==> src/rtl/rxf_pkg.sv <==
package rxf_pkg;

  localparam int unsigned DA_BYTES = 6;
  localparam int unsigned ADDR_W   = 48;

  typedef struct packed {
    logic ul_ign;
    logic long_ok;
    logic bc_en;
    logic mc_all;
  } rxf_mode_t;

  // Pick byte idx out of a 48-bit address (byte 0 in the low bits).
  function automatic logic [7:0] addr_byte(input logic [ADDR_W-1:0] a,
                                           input logic [2:0] idx);
    return a[{idx, 3'b000} +: 8];
  endfunction

  // Individual-address byte compare; on byte 0 the U/L bit may be masked.
  function automatic logic ia_byte_eq(input logic [7:0] d,
                                      input logic [7:0] s,
                                      input logic       first,
                                      input logic       ul_ign);
    logic [7:0] m;
    m = (first && ul_ign) ? 8'hFD : 8'hFF;
    return ((d ^ s) & m) == 8'h00;
  endfunction

  // Final keep decision from the completed address flags and length.
  function automatic logic keep_frame(input logic      da_full,
                                      input logic      ia,
                                      input logic      bc,
                                      input logic      lst,
                                      input logic      mc,
                                      input rxf_mode_t m,
                                      input logic      too_long);
    logic hit;
    hit = da_full && (ia || (bc && m.bc_en) || lst || (mc && m.mc_all));
    return hit && (!too_long || m.long_ok);
  endfunction

endpackage

==> src/rtl/rxf_len_gate.sv <==
module rxf_len_gate #(
  parameter  int unsigned MAX_LEN = 1518,
  localparam int unsigned CNT_W   = $clog2(MAX_LEN + 2)
) (
  input  logic             clk,
  input  logic             rst_n,
  input  logic             start,
  input  logic             beat,
  output logic [CNT_W-1:0] cnt_o,
  output logic             long_o,
  output logic             da_full_o
);

  localparam logic [CNT_W-1:0] SAT_V = CNT_W'(MAX_LEN + 1);
  localparam logic [CNT_W-1:0] LIM_V = CNT_W'(MAX_LEN);
  localparam logic [CNT_W-1:0] DA_V  = CNT_W'(rxf_pkg::DA_BYTES);
  localparam logic [CNT_W-1:0] ONE_V = CNT_W'(1);

  logic [CNT_W-1:0] cnt_q;
  logic             at_sat;

  assign at_sat = (cnt_q == SAT_V);

  always_ff @(posedge clk or negedge rst_n) begin
    if (!rst_n)                cnt_q <= '0;
    else if (start)            cnt_q <= ONE_V;
    else if (beat && !at_sat)  cnt_q <= cnt_q + ONE_V;
  end

  assign cnt_o     = cnt_q;
  assign long_o    = (cnt_q > LIM_V);
  assign da_full_o = (cnt_q >= DA_V);


  sat_hold_chk: assert property (@(posedge clk) disable iff (!rst_n)
    beat && !start && at_sat |=> cnt_q == SAT_V);


  count_step_chk: assert property (@(posedge clk) disable iff (!rst_n)
    beat && !start && !at_sat |=> cnt_q == $past(cnt_q) + ONE_V);


  first_byte_chk: assert property (@(posedge clk) disable iff (!rst_n)
    start |=> cnt_q == ONE_V);

endmodule

==> src/rtl/rxf_addr_match.sv <==
module rxf_addr_match
  import rxf_pkg::*;
#(
  parameter int unsigned LIST_N = 4
) (
  input  logic                     clk,
  input  logic                     rst_n,
  input  logic                     beat,
  input  logic                     idx_ok,
  input  logic [2:0]               idx,
  input  logic [7:0]               d,
  input  logic [ADDR_W-1:0]        station,
  input  logic [LIST_N*ADDR_W-1:0] list,
  input  logic [LIST_N-1:0]        list_en,
  input  logic                     ul_ign,
  output logic                     ia_o,
  output logic                     bc_o,
  output logic                     lst_o,
  output logic                     mc_o
);

  logic              first;
  logic              ia_b;
  logic              bc_b;
  logic [LIST_N-1:0] lst_b;
  logic              ia_q, bc_q, mc_q;
  logic [LIST_N-1:0] lst_q;
  logic              take;

  assign first = (idx == 3'd0);
  assign take  = beat && idx_ok;
  assign ia_b  = ia_byte_eq(d, addr_byte(station, idx), first, ul_ign);
  assign bc_b  = (d == 8'hFF);

  for (genvar k = 0; k < LIST_N; k++) begin : g_list
    assign lst_b[k] = list_en[k] &&
                      (d == addr_byte(list[k*ADDR_W +: ADDR_W], idx));


    list_off_chk: assert property (@(posedge clk) disable iff (!rst_n)
      take && !list_en[k] |=> !lst_q[k]);
  end

  always_ff @(posedge clk or negedge rst_n) begin
    if (!rst_n) begin
      ia_q  <= 1'b0;
      bc_q  <= 1'b0;
      mc_q  <= 1'b0;
      lst_q <= '0;
    end else if (take) begin
      if (first) begin
        ia_q  <= ia_b;
        bc_q  <= bc_b;
        mc_q  <= d[0];
        lst_q <= lst_b;
      end else begin
        ia_q  <= ia_q & ia_b;
        bc_q  <= bc_q & bc_b;
        lst_q <= lst_q & lst_b;
      end
    end
  end

  assign ia_o  = ia_q;
  assign bc_o  = bc_q;
  assign lst_o = |lst_q;
  assign mc_o  = mc_q;


  bc_full_compare_chk: assert property (@(posedge clk) disable iff (!rst_n)
    take && d != 8'hFF |=> !bc_q);


  ia_miss_chk: assert property (@(posedge clk) disable iff (!rst_n)
    take && !first && d != addr_byte(station, idx) |=> !ia_q);

endmodule

==> src/rtl/rx_accept_filter.sv <==
module rx_accept_filter
  import rxf_pkg::*;
#(
  parameter int unsigned MAX_LEN = 1518,
  parameter int unsigned LIST_N  = 4
) (
  input  logic                     clk,
  input  logic                     rst_n,
  input  logic                     rx_sof,
  input  logic                     rx_vld,
  input  logic [7:0]               rx_data,
  input  logic                     rx_eof,
  input  logic [ADDR_W-1:0]        cfg_station,
  input  logic [LIST_N*ADDR_W-1:0] cfg_list,
  input  logic [LIST_N-1:0]        cfg_list_en,
  input  logic                     cfg_ul_ignore,
  input  logic                     cfg_long_ok,
  input  logic                     cfg_bcast_en,
  input  logic                     cfg_mcast_all,
  output logic                     frm_accept,
  output logic                     frm_discard
);

  localparam int unsigned      CNT_W = $clog2(MAX_LEN + 2);
  localparam logic [CNT_W-1:0] DA_V  = CNT_W'(DA_BYTES);

  // Named internal events
  logic start_evt, beat_evt, end_evt;
  logic open_q;

  // Configuration snapshot
  rxf_mode_t                  live_mode, snap_mode, cur_mode;
  logic [ADDR_W-1:0]          snap_station, cur_station;
  logic [LIST_N*ADDR_W-1:0]   snap_list, cur_list;
  logic [LIST_N-1:0]          snap_list_en, cur_list_en;

  logic [CNT_W-1:0] cnt;
  logic             too_long, da_full;
  logic [2:0]       idx;
  logic             idx_ok;
  logic             ia_hit, bc_hit, lst_hit, mc_hit;
  logic             keep;

  assign start_evt = rx_sof && rx_vld && !rx_eof;
  assign beat_evt  = rx_vld && !rx_eof && (open_q || start_evt);
  assign end_evt   = rx_eof && open_q;

  assign live_mode = '{ul_ign:  cfg_ul_ignore,
                       long_ok: cfg_long_ok,
                       bc_en:   cfg_bcast_en,
                       mc_all:  cfg_mcast_all};

  always_ff @(posedge clk or negedge rst_n) begin
    if (!rst_n) begin
      open_q       <= 1'b0;
      snap_mode    <= '0;
      snap_station <= '0;
      snap_list    <= '0;
      snap_list_en <= '0;
    end else begin
      if (start_evt)   open_q <= 1'b1;
      else if (rx_eof) open_q <= 1'b0;
      if (start_evt) begin
        snap_mode    <= live_mode;
        snap_station <= cfg_station;
        snap_list    <= cfg_list;
        snap_list_en <= cfg_list_en;
      end
    end
  end

  // On the start byte the live values are the ones being captured.
  assign cur_mode    = start_evt ? live_mode   : snap_mode;
  assign cur_station = start_evt ? cfg_station : snap_station;
  assign cur_list    = start_evt ? cfg_list    : snap_list;
  assign cur_list_en = start_evt ? cfg_list_en : snap_list_en;

  rxf_len_gate #(.MAX_LEN(MAX_LEN)) u_len (
    .clk       (clk),
    .rst_n     (rst_n),
    .start     (start_evt),
    .beat      (beat_evt),
    .cnt_o     (cnt),
    .long_o    (too_long),
    .da_full_o (da_full)
  );

  assign idx    = start_evt ? 3'd0 : cnt[2:0];
  assign idx_ok = start_evt || (cnt < DA_V);

  rxf_addr_match #(.LIST_N(LIST_N)) u_addr (
    .clk     (clk),
    .rst_n   (rst_n),
    .beat    (beat_evt),
    .idx_ok  (idx_ok),
    .idx     (idx),
    .d       (rx_data),
    .station (cur_station),
    .list    (cur_list),
    .list_en (cur_list_en),
    .ul_ign  (cur_mode.ul_ign),
    .ia_o    (ia_hit),
    .bc_o    (bc_hit),
    .lst_o   (lst_hit),
    .mc_o    (mc_hit)
  );

  assign keep        = keep_frame(da_full, ia_hit, bc_hit, lst_hit, mc_hit,
                                  snap_mode, too_long);
  assign frm_accept  = end_evt && keep;
  assign frm_discard = end_evt && !keep;


  no_orphan_pulse_chk: assert property (@(posedge clk) disable iff (!rst_n)
    !open_q |-> !frm_accept && !frm_discard);


  single_pulse_chk: assert property (@(posedge clk) disable iff (!rst_n)
    frm_accept || frm_discard |=> !frm_accept && !frm_discard);


  long_drop_chk: assert property (@(posedge clk) disable iff (!rst_n)
    end_evt && too_long && !snap_mode.long_ok |-> frm_discard);


  short_drop_chk: assert property (@(posedge clk) disable iff (!rst_n)
    end_evt && !da_full |-> frm_discard);


  snap_hold_chk: assert property (@(posedge clk) disable iff (!rst_n)
    open_q && !start_evt |=> $stable(snap_mode) && $stable(snap_station)
                             && $stable(snap_list_en));

endmodule

==> config.mk <==
export PLATFORM = sky130hd
export DESIGN_NAME = rx_accept_filter
export DESIGN_NICKNAME = d
export VERILOG_FILES = /design/src/rtl/rxf_pkg.sv /design/src/rtl/rxf_len_gate.sv /design/src/rtl/rxf_addr_match.sv /design/src/rtl/rx_accept_filter.sv
export SDC_FILE = /design/constraint.sdc
export NUM_CORES = 1
export LEC_CHECK = 0
export BUFFER_PORTS_ARGS = -buffer_cell sky130_fd_sc_hd__buf_2
export CORE_UTILIZATION = 50
export CTS_CLUSTER_DIAMETER = 80
export CTS_CLUSTER_SIZE = 10
export DETAILED_ROUTE_END_ITERATION = 10
export GPL_ROUTABILITY_DRIVEN = 0
export PLACE_DENSITY = 0.79
export SKIP_CTS_REPAIR_TIMING = 1
export SYNTH_ARGS = -nofsm -noshare
export SYNTH_HDL_FRONTEND = slang
export SYNTH_SLANG_ARGS = --single-unit
export TNS_END_PERCENT = 100
==> constraint.sdc <==
create_clock -name clk -period 2.6 [get_ports clk]
set_clock_uncertainty 0.1 [all_clocks]
set_input_delay 0.13 -clock clk [delete_from_list [all_inputs] [get_ports clk]]
set_output_delay 0.13 -clock clk [all_outputs]
set_load 0.02 [all_outputs]
# Yosys cells after proc, flatten, opt, wreduce, memory -nomap -nowiden
# Index checks and enable logic that the tools add are counted.
# op_classes
addsub	1
n_lt_le_gt_ge	3
n_eq_ne	6
n_shift	5
n_mux	13
n_bitwise	5
n_reduce_logical	34
# op_table
op	count
variable part select 48 x 7 -> 8 bit	5
2-to-1 mux 192 bit	1
2-to-1 mux 48 bit	1
equality test 8 bit	4
2-to-1 mux 11 bit	2
logical AND 1 bit	18
2-to-1 mux 4 bit	3
adder 11 x 1 -> 11 bit, second input constant	1
equality test 11 bit, second input constant	1
>= comparator 11 x 3 -> 1 bit, second input constant	1
greater-than comparator 11 bit, second input constant	1
less-than comparator 11 x 3 -> 1 bit, second input constant	1
bitwise AND 8 bit	1
equality test 8 bit, second input constant	1
logical NOT 8 bit	1
bitwise XOR 8 bit	1
logical OR 1 bit	6
bitwise AND 4 bit	1
logical NOT 1 bit	4
2-to-1 mux 1 bit	4
nonzero test 2 bit	2
OR reduction 4 bit	1
logical NOT 3 bit	1
2-to-1 mux 3 bit	1
other kinds (3)	4
# totals
register_bits	267
inputBits	261
out_inout_bits	2

# Longest topological paths before layout
# Gate-level depths: netlist (run 1).
# logic_depth
word_depth	10
depth_mapped	11
ltp_nobuf	7

# Modules after synthesis
# A second synthesis (run 1) with hierarchy kept.
# hier_totals
cells_unflattened	1473
area_unflattened_um2	13136.3
# by_module_without_submodules
module	n_inst	cells_per_inst	area_each_um2
rx_accept_filter	1	1070	9531.6
rxf_addr_match	1	326	2886.5
rxf_len_gate	1	77	718.2

# Worst setup path after synthesis (run 1)
# No wires, ideal clock.
# synth_timing
kind	flip-flop to flip-flop
start	register u_len.cnt_q[1], in the netlist u_len.cnt_o[1]
end	register u_addr.lst_q[2]
t_arrival_ps	1925
t_required_ps	2378
setup_slack_ps	453
stages_incl_launch_ff	8
n_path_buf	3
period_less_slack_ps	2147
cell_sequence	dfrtp_1 > buf_2 > buf_2 > buf_2 > mux4_2 > a221oi_1 > xor2_1 > a32o_1
# synth_between
elab_chain_len	6
# synth_lines
element	line	source
from (decl)	rxf_len_gate.sv:19	logic [CNT_W-1:0] cnt_q;
from (signal assigned)	rxf_len_gate.sv:27	else if (beat && !at_sat) cnt_q <= cnt_q + ONE_V;
2-to-1 mux 3 bit	rx_accept_filter.sv:88	assign idx = start_evt ? 3'd0 : cnt[2:0];
variable part select 48 x 7 -> 8 bit	rxf_pkg.sv:16	return a[{idx, 3'b000} +: 8];
equality test 8 bit	rxf_addr_match.sv:37	(d == addr_byte(list[k*ADDR_W +: ADDR_W], idx));
logical AND 1 bit	rxf_addr_match.sv:36	assign lst_b[k] = list_en[k] &&
bitwise AND 4 bit	rxf_addr_match.sv:59	lst_q <= lst_q & lst_b;
2-to-1 mux 4 bit	rxf_addr_match.sv:51	if (first) begin
to (signal assigned)	rxf_addr_match.sv:55	lst_q <= lst_b;
to (signal assigned)	rxf_addr_match.sv:59	
to (decl)	rxf_addr_match.sv:27	logic [LIST_N-1:0] lst_q;
# Parallel ways exist; a longest one is shown, timed or not.
# A chain may end at the register's enable or synchronous reset.

# Worst setup path after layout (run 1)
# layout_timing
start	register u_len.cnt_q[0], in the netlist u_len.cnt_o[0]
end	register u_addr.lst_q[0]
# The elaborated chain is that of the path after synthesis.

==> results of run 1 <==
-- cell usage in the layout, fill, tap and decap left out, drive strengths merged, types with 5 or more instances in the layout --
master,netlist,layout
dlygate4sd3,0,251
mux2i,48,48
a21oi,20,20
diode,0,6
o22ai,11,11
nand2,781,781
nor4,5,5
dfrtp,267,267
nand3,9,9
a221oi,5,5
nand4,10,10
and3,6,6
clkbuf,52,32
o221ai,5,5
xor2,20,20
mux4,31,31
o211ai,11,11
nor2,29,29
o21ai,30,30
inv,11,11
a211oi,6,6
xnor2,16,16
buf,46,326
nor3,11,11
mux2,11,11
-- power by group --
part / switching (mW) / total, mW / internal [mW]
combinational: 2.54 / 4.73 / 2.18
sequential: 0.493 / 5.31 / 4.82
clock: 1.61 / 3.64 / 2.03
total: 4.65 / 13.7 / 9.03
-- per-layer routing --
layer	vias up	track usage, %	share of wire (%)
li1	5993	-	-
met1	6626	38.9	35
met2	1113	47.5	46
met3	329	7.24	11
met4	4	14.3	7.2
met5	-	0	0.048
-- worst max-delay path, stage by stage, from the launching register on --
cell	delay (ns)
dfrtp_4	0.53
buf_12	0.18
mux4_1	0.63
a221oi_2	0.33
a31oi_1	0.08
o211ai_1	0.29
nor4_2	0.11
a32o_1	0.25
-- cells by family after synthesis --
kind of cell,after synthesis,share of synthesized area (%)
AND/OR/NAND/NOR,873,25.5
XOR/XNOR,36,2.34
multiplexers,90,9.98
flip-flops,267,49.6
AO/OA/AOI/OAI,135,7.33
buffers and inverters,109,5.05
adder cells (fa/ha/maj),2,0.186
-- layout make-up --
class                      count  share of cell area, %
sequential                   267                   36.1
multi-input combinational   1136                   33.2
timing repair buffer         577                   23.9
clock buffer                  32                   4.09
tap                          335                   2.26
inverter                      11                  0.223
clock inverter                 2                  0.115
antenna                        6                 0.0811
-- state kept, by name, indices dropped and copies added, names as in the netlist, 4 cells and up --
name	cells
snap_list_en	4
u_len.cnt_o	11
snap_list	192
u_addr.lst_q	4
snap_mode	4
snap_station	48
-- path summary, 6_finish.rpt --
kind | end | cells after the start
max | u_addr.lst_q[0]$_DFFE_PN0N_ | 7
min | u_len.cnt_o[2]$_DFFE_PN0P_ | 5
max reg2reg | u_addr.lst_q[0]$_DFFE_PN0N_ | 7
min reg2reg | snap_list[87]$_DFF_PN0_ | 2
max in group asynchronous | snap_list[95]$_DFF_PN0_ | 3
min in group asynchronous | snap_list[78]$_DFF_PN0_ | 2
==> flow_summary.yaml, run 1 <==
status:
  status: "finished, violations left"
  violations: "DRC, setup timing"
logic_synthesis:
  synth_area_sq_um: 13500
  yosys.area.top_type: "dfrtp_1"
  ys_ff_latch: 267
  synthTopCellsByArea: "dfrtp_1 50%, nand2_1 22%, mux2i_1 3.6%"
  yosysWarningCount: 0
  synth_edf_count: 0
  async_flop_share_pct: 100
  ys_seq_area_share_pct: 49.6
  synth_area_per_cell_sq_um: 8.91
  ys_top_cells_by_count: "781 x nand2_1, 267 x dfrtp_1, 48 x mux2i_1, 41 x clkbuf_1, 28 x nor2_1"
  synth_ff_type: "dfrtp_1"
  synth_cell_types: 73
  synth_nets: 1775
  yosys.area.top_type_share_pct: 49.6
  yosys.cell_count.top_type: "nand2_1"
  postSynthCellCount: 1512
drt:
  post_drt_wl_per_cell_microns: 21.2
  ant_nets: 0
  drt-pass1-iter-count: 8
  drtIter0Drc: 1776
  viasPerCell: 5.94
  drcViolationCount: 16
  totalWireLength_microns: 50200
  num_vias: 14100
grt:
  overflow: 0
  grt_usage_pct: 30.0
  grt_pass1_wl_microns: 64700
  grt_max_degree: 93
  grt_pass1_vias: 12100
  antenna_found_initial: 8
critical_path:
  startpoint: "u_len.cnt_o[0]$_DFFE_PN0P_"
  crit_required_ns: 2.94
  crit_type: "flip-flop to flip-flop"
  crit_path_end_kind: "flip-flop"
  r2r_setup_slack_ns: -0.02
  critPathMaxFanout: 12
  start_kind: "flip-flop"
  rr_startpoint: "u_len.cnt_o[0]$_DFFE_PN0P_"
  critPathArrivalTime_ns: 2.96
cts:
  cts_sinks: 267
  cts_buffers: 30
  cts_tree: "yes"
  path_clk_slew_ns: 0.06
  cts_buffer_depth: 3
  clk_latency_ns: 0.56
  cts_max_level: 1
  root_buffer: "clkbuf_16"
floorplanning:
  rows: 59
  start_util_pct: 51.4
  die_w_microns: 166
  fp.dieArea_sq_um: 27600
  die-height_microns: 166
  coreArea_sq_um: 26200
  num_io_pins: 263
placed_design:
  portBuffers: 262
  dp.cells: 2071
  pre_cts_ws_ns: 0.0248
  dpl-instance-area_sq_um: 15100
  post-dp-hpwl_microns: 30400
layout:
  regArea_sq_um: 6690
  syn2layout_area_growth_pct: 37.5
  nets: 2286
  postLayoutCellArea_sq_um: 18500
  post-route-util_pct: 70.7
  fillCellCount: 1747
  multi_input_area_sq_um: 6150
  fin_cells: 2366
  drive_gt1_share_pct: 20.3
sta:
  final.setup.worst_slack_ns: -0.0220
  worst_slew_pin_slew_ns: 0.744
  setup_viol: 1
  rsz0062_at_grt: "yes"
  maxSlewViolCount: 0
  hold_ws_ns: 0.0483
  fin_crit_ns: 2.62
  fin_tns_setup_ns: -0.0220
  finalHoldViolCount: 0
  min_period_over_period_pct: 101
  slew_headroom_pct: 50.4
  fmax_mhz: 381
min_path:
  hold_class: "input pin to flip-flop"
  worstHoldStart: "rx_eof"
pwr:
  p_total_mw: 13.7
  leakage_nw: 9.57
  max-vdd-ir-drop_mv: 0.568
  p_per_area_nw_per_um2: 739
flow_run:
  maxCapViolations: 0
No activity file was read; power rests on OpenSTA's default activity.
==> run 2: changes to the inputs <==
Settings changed: HOLD_SLACK_MARGIN from default to 0.05.
==> run 2 against run 1 <==
Net effect:
- the flow still finishes with violations (DRC, setup timing)
- design area grew 0.18%
- sequential share of layout area fell by 0.063 points
- count of clock-buffer cells in the layout stayed put
- critical endpoint is now u_addr.lst_q[1]$_DFFE_PN0N_
- non-clock buffer count is 3 higher
- clock power barely moved
- routed wire length increased by 0.73%
- first-iteration DRC count rose by 8.1%
- cell count rose by 0.17%
- fmax fell by 0.32%
- power up 0.38%
==> flow_summary.yaml, run 2 (same netlist as run 1, synthesis figures left out) <==
placed_design:
  dp.cells: 2071
  post-dp-hpwl_microns: 30400
  pre_cts_ws_ns: 0.0248
  portBuffers: 262
min_path:
  worstHoldStart: "rx_data[6]"
  hold_class: "input pin to flip-flop"
  hold_depth: 4
sta:
  final.setup.worst_slack_ns: -0.0305
  worst_slew_pin_slew_ns: 0.751
  setup_viol: 1
  slew_headroom_pct: 49.9
  maxSlewViolCount: 0
  fin_tns_setup_ns: -0.0305
  fin_crit_ns: 2.63
  hold_ws_ns: 0.0705
  fmax_mhz: 380
  rsz0062_at_grt: "yes"
  min_period_over_period_pct: 101
  finalHoldViolCount: 0
cts:
  cts_buffers: 30
  path_clk_slew_ns: 0.07
  cts_buffer_depth: 3
  cts_tree: "yes"
  root_buffer: "clkbuf_16"
  cts_sinks: 267
  clk_latency_ns: 0.56
  cts_max_level: 1
floorplanning:
  num_io_pins: 263
  coreArea_sq_um: 26200
  start_util_pct: 51.4
  fp.dieArea_sq_um: 27600
  rows: 59
  die-height_microns: 166
  die_w_microns: 166
pwr:
  leakage_nw: 9.58
  p_total_mw: 13.7
  p_per_area_nw_per_um2: 740
  max-vdd-ir-drop_mv: 0.562
critical_path:
  critPathArrivalTime_ns: 2.98
  critPathMaxFanout: 14
  crit_type: "flip-flop to flip-flop"
  r2r_cells: 7
  rr_startpoint: "u_len.cnt_o[0]$_DFFE_PN0P_"
  startpoint: "u_len.cnt_o[0]$_DFFE_PN0P_"
  crit_path_end_kind: "flip-flop"
  start_kind: "flip-flop"
  crit_required_ns: 2.95
layout:
  final_cell_mix: "781 x nand2_1, 265 x dfrtp_1, 261 x buf_2, 254 x dlygate4sd3_1, 53 x buf_4"
  fin_cells: 2370
  syn2layout_area_growth_pct: 37.8
  drive_gt1_share_pct: 20.3
  top_register: "snap_list"
  final_common_cell: "nand2_1"
  nets: 2289
  largest_register_ffs: 192
grt:
  grt_pass1_wl_microns: 64700
  grt_usage_pct: 30.0
  grt_pass1_vias: 12100
  antenna_found_initial: 9
  overflow: 0
  grt_max_degree: 93
drt:
  drcViolationCount: 8
  drt-pass1-iter-count: 10
  post_drt_wl_per_cell_microns: 21.3
  viasPerCell: 5.91
  totalWireLength_microns: 50600
  ant_nets: 0
  drtIter0Drc: 1919
  num_vias: 14000
flow_run:
  maxCapViolations: 0
status:
  violations: "DRC, setup timing"
  status: "finished, violations left"
-- run 2: per-layer routing --
| layer | vias up | wire, microns | GRT usage [%] |
|---|---|---|---|
| li1 | 5985 | - | - |
| met1 | 6508 | 17600 | 38.9 |
| met2 | 1165 | 23400 | 47.5 |
| met3 | 339 | 5840 | 7.24 |
| met4 | 4 | 3730 | 14.3 |
| met5 | - | 27 | 0 |
-- run 2: stage by stage --
stage	util (%)	instance area (sq um)
after CTS	60.7	15900
after detailed placement	57.8	15100
after global routing	70.8	18600
after global placement	57.8	15100
final	70.8	18600
after floorplan	-	13500
-- run 2: layout make-up --
type / instances / area [sq um]
inverter: 11 / 41.3
sequential: 267 / 6690
multi-input combinational: 1136 / 6150
clock inverter: 2 / 21.3
tap: 335 / 419
clock buffer: 32 / 758
fill: 1730 / 7650
timing repair buffer: 580 / 4460
antenna: 7 / 17.5
-- run 2: final timing paths --
check | end | slack, ns
hold / removal | u_addr.lst_q[3]$_DFFE_PN0N_ | 0.07
setup reg to reg | u_addr.lst_q[1]$_DFFE_PN0N_ | -0.03
hold reg to reg | snap_list[87]$_DFF_PN0_ | 0.37
max in group asynchronous | snap_list[95]$_DFF_PN0_ | 1.40
min in group asynchronous | snap_list[78]$_DFF_PN0_ | 0.09
setup / recovery | u_addr.lst_q[1]$_DFFE_PN0N_ | -0.03
-- run 2: worst max-delay path, cell delays in order, from the launching register on --
cell	delay [ns]
dfrtp_4	0.53
buf_12	0.19
buf_4	0.26
mux4_1	0.67
nand2_1	0.15
mux2_2	0.35
o221ai_1	0.20
o31ai_2	0.07
-- run 2: power by group --
group	total, mW	internal (mW)	switching, mW
clock	3.66	2.03	1.63
combinational	4.76	2.19	2.57
sequential	5.32	4.82	0.499
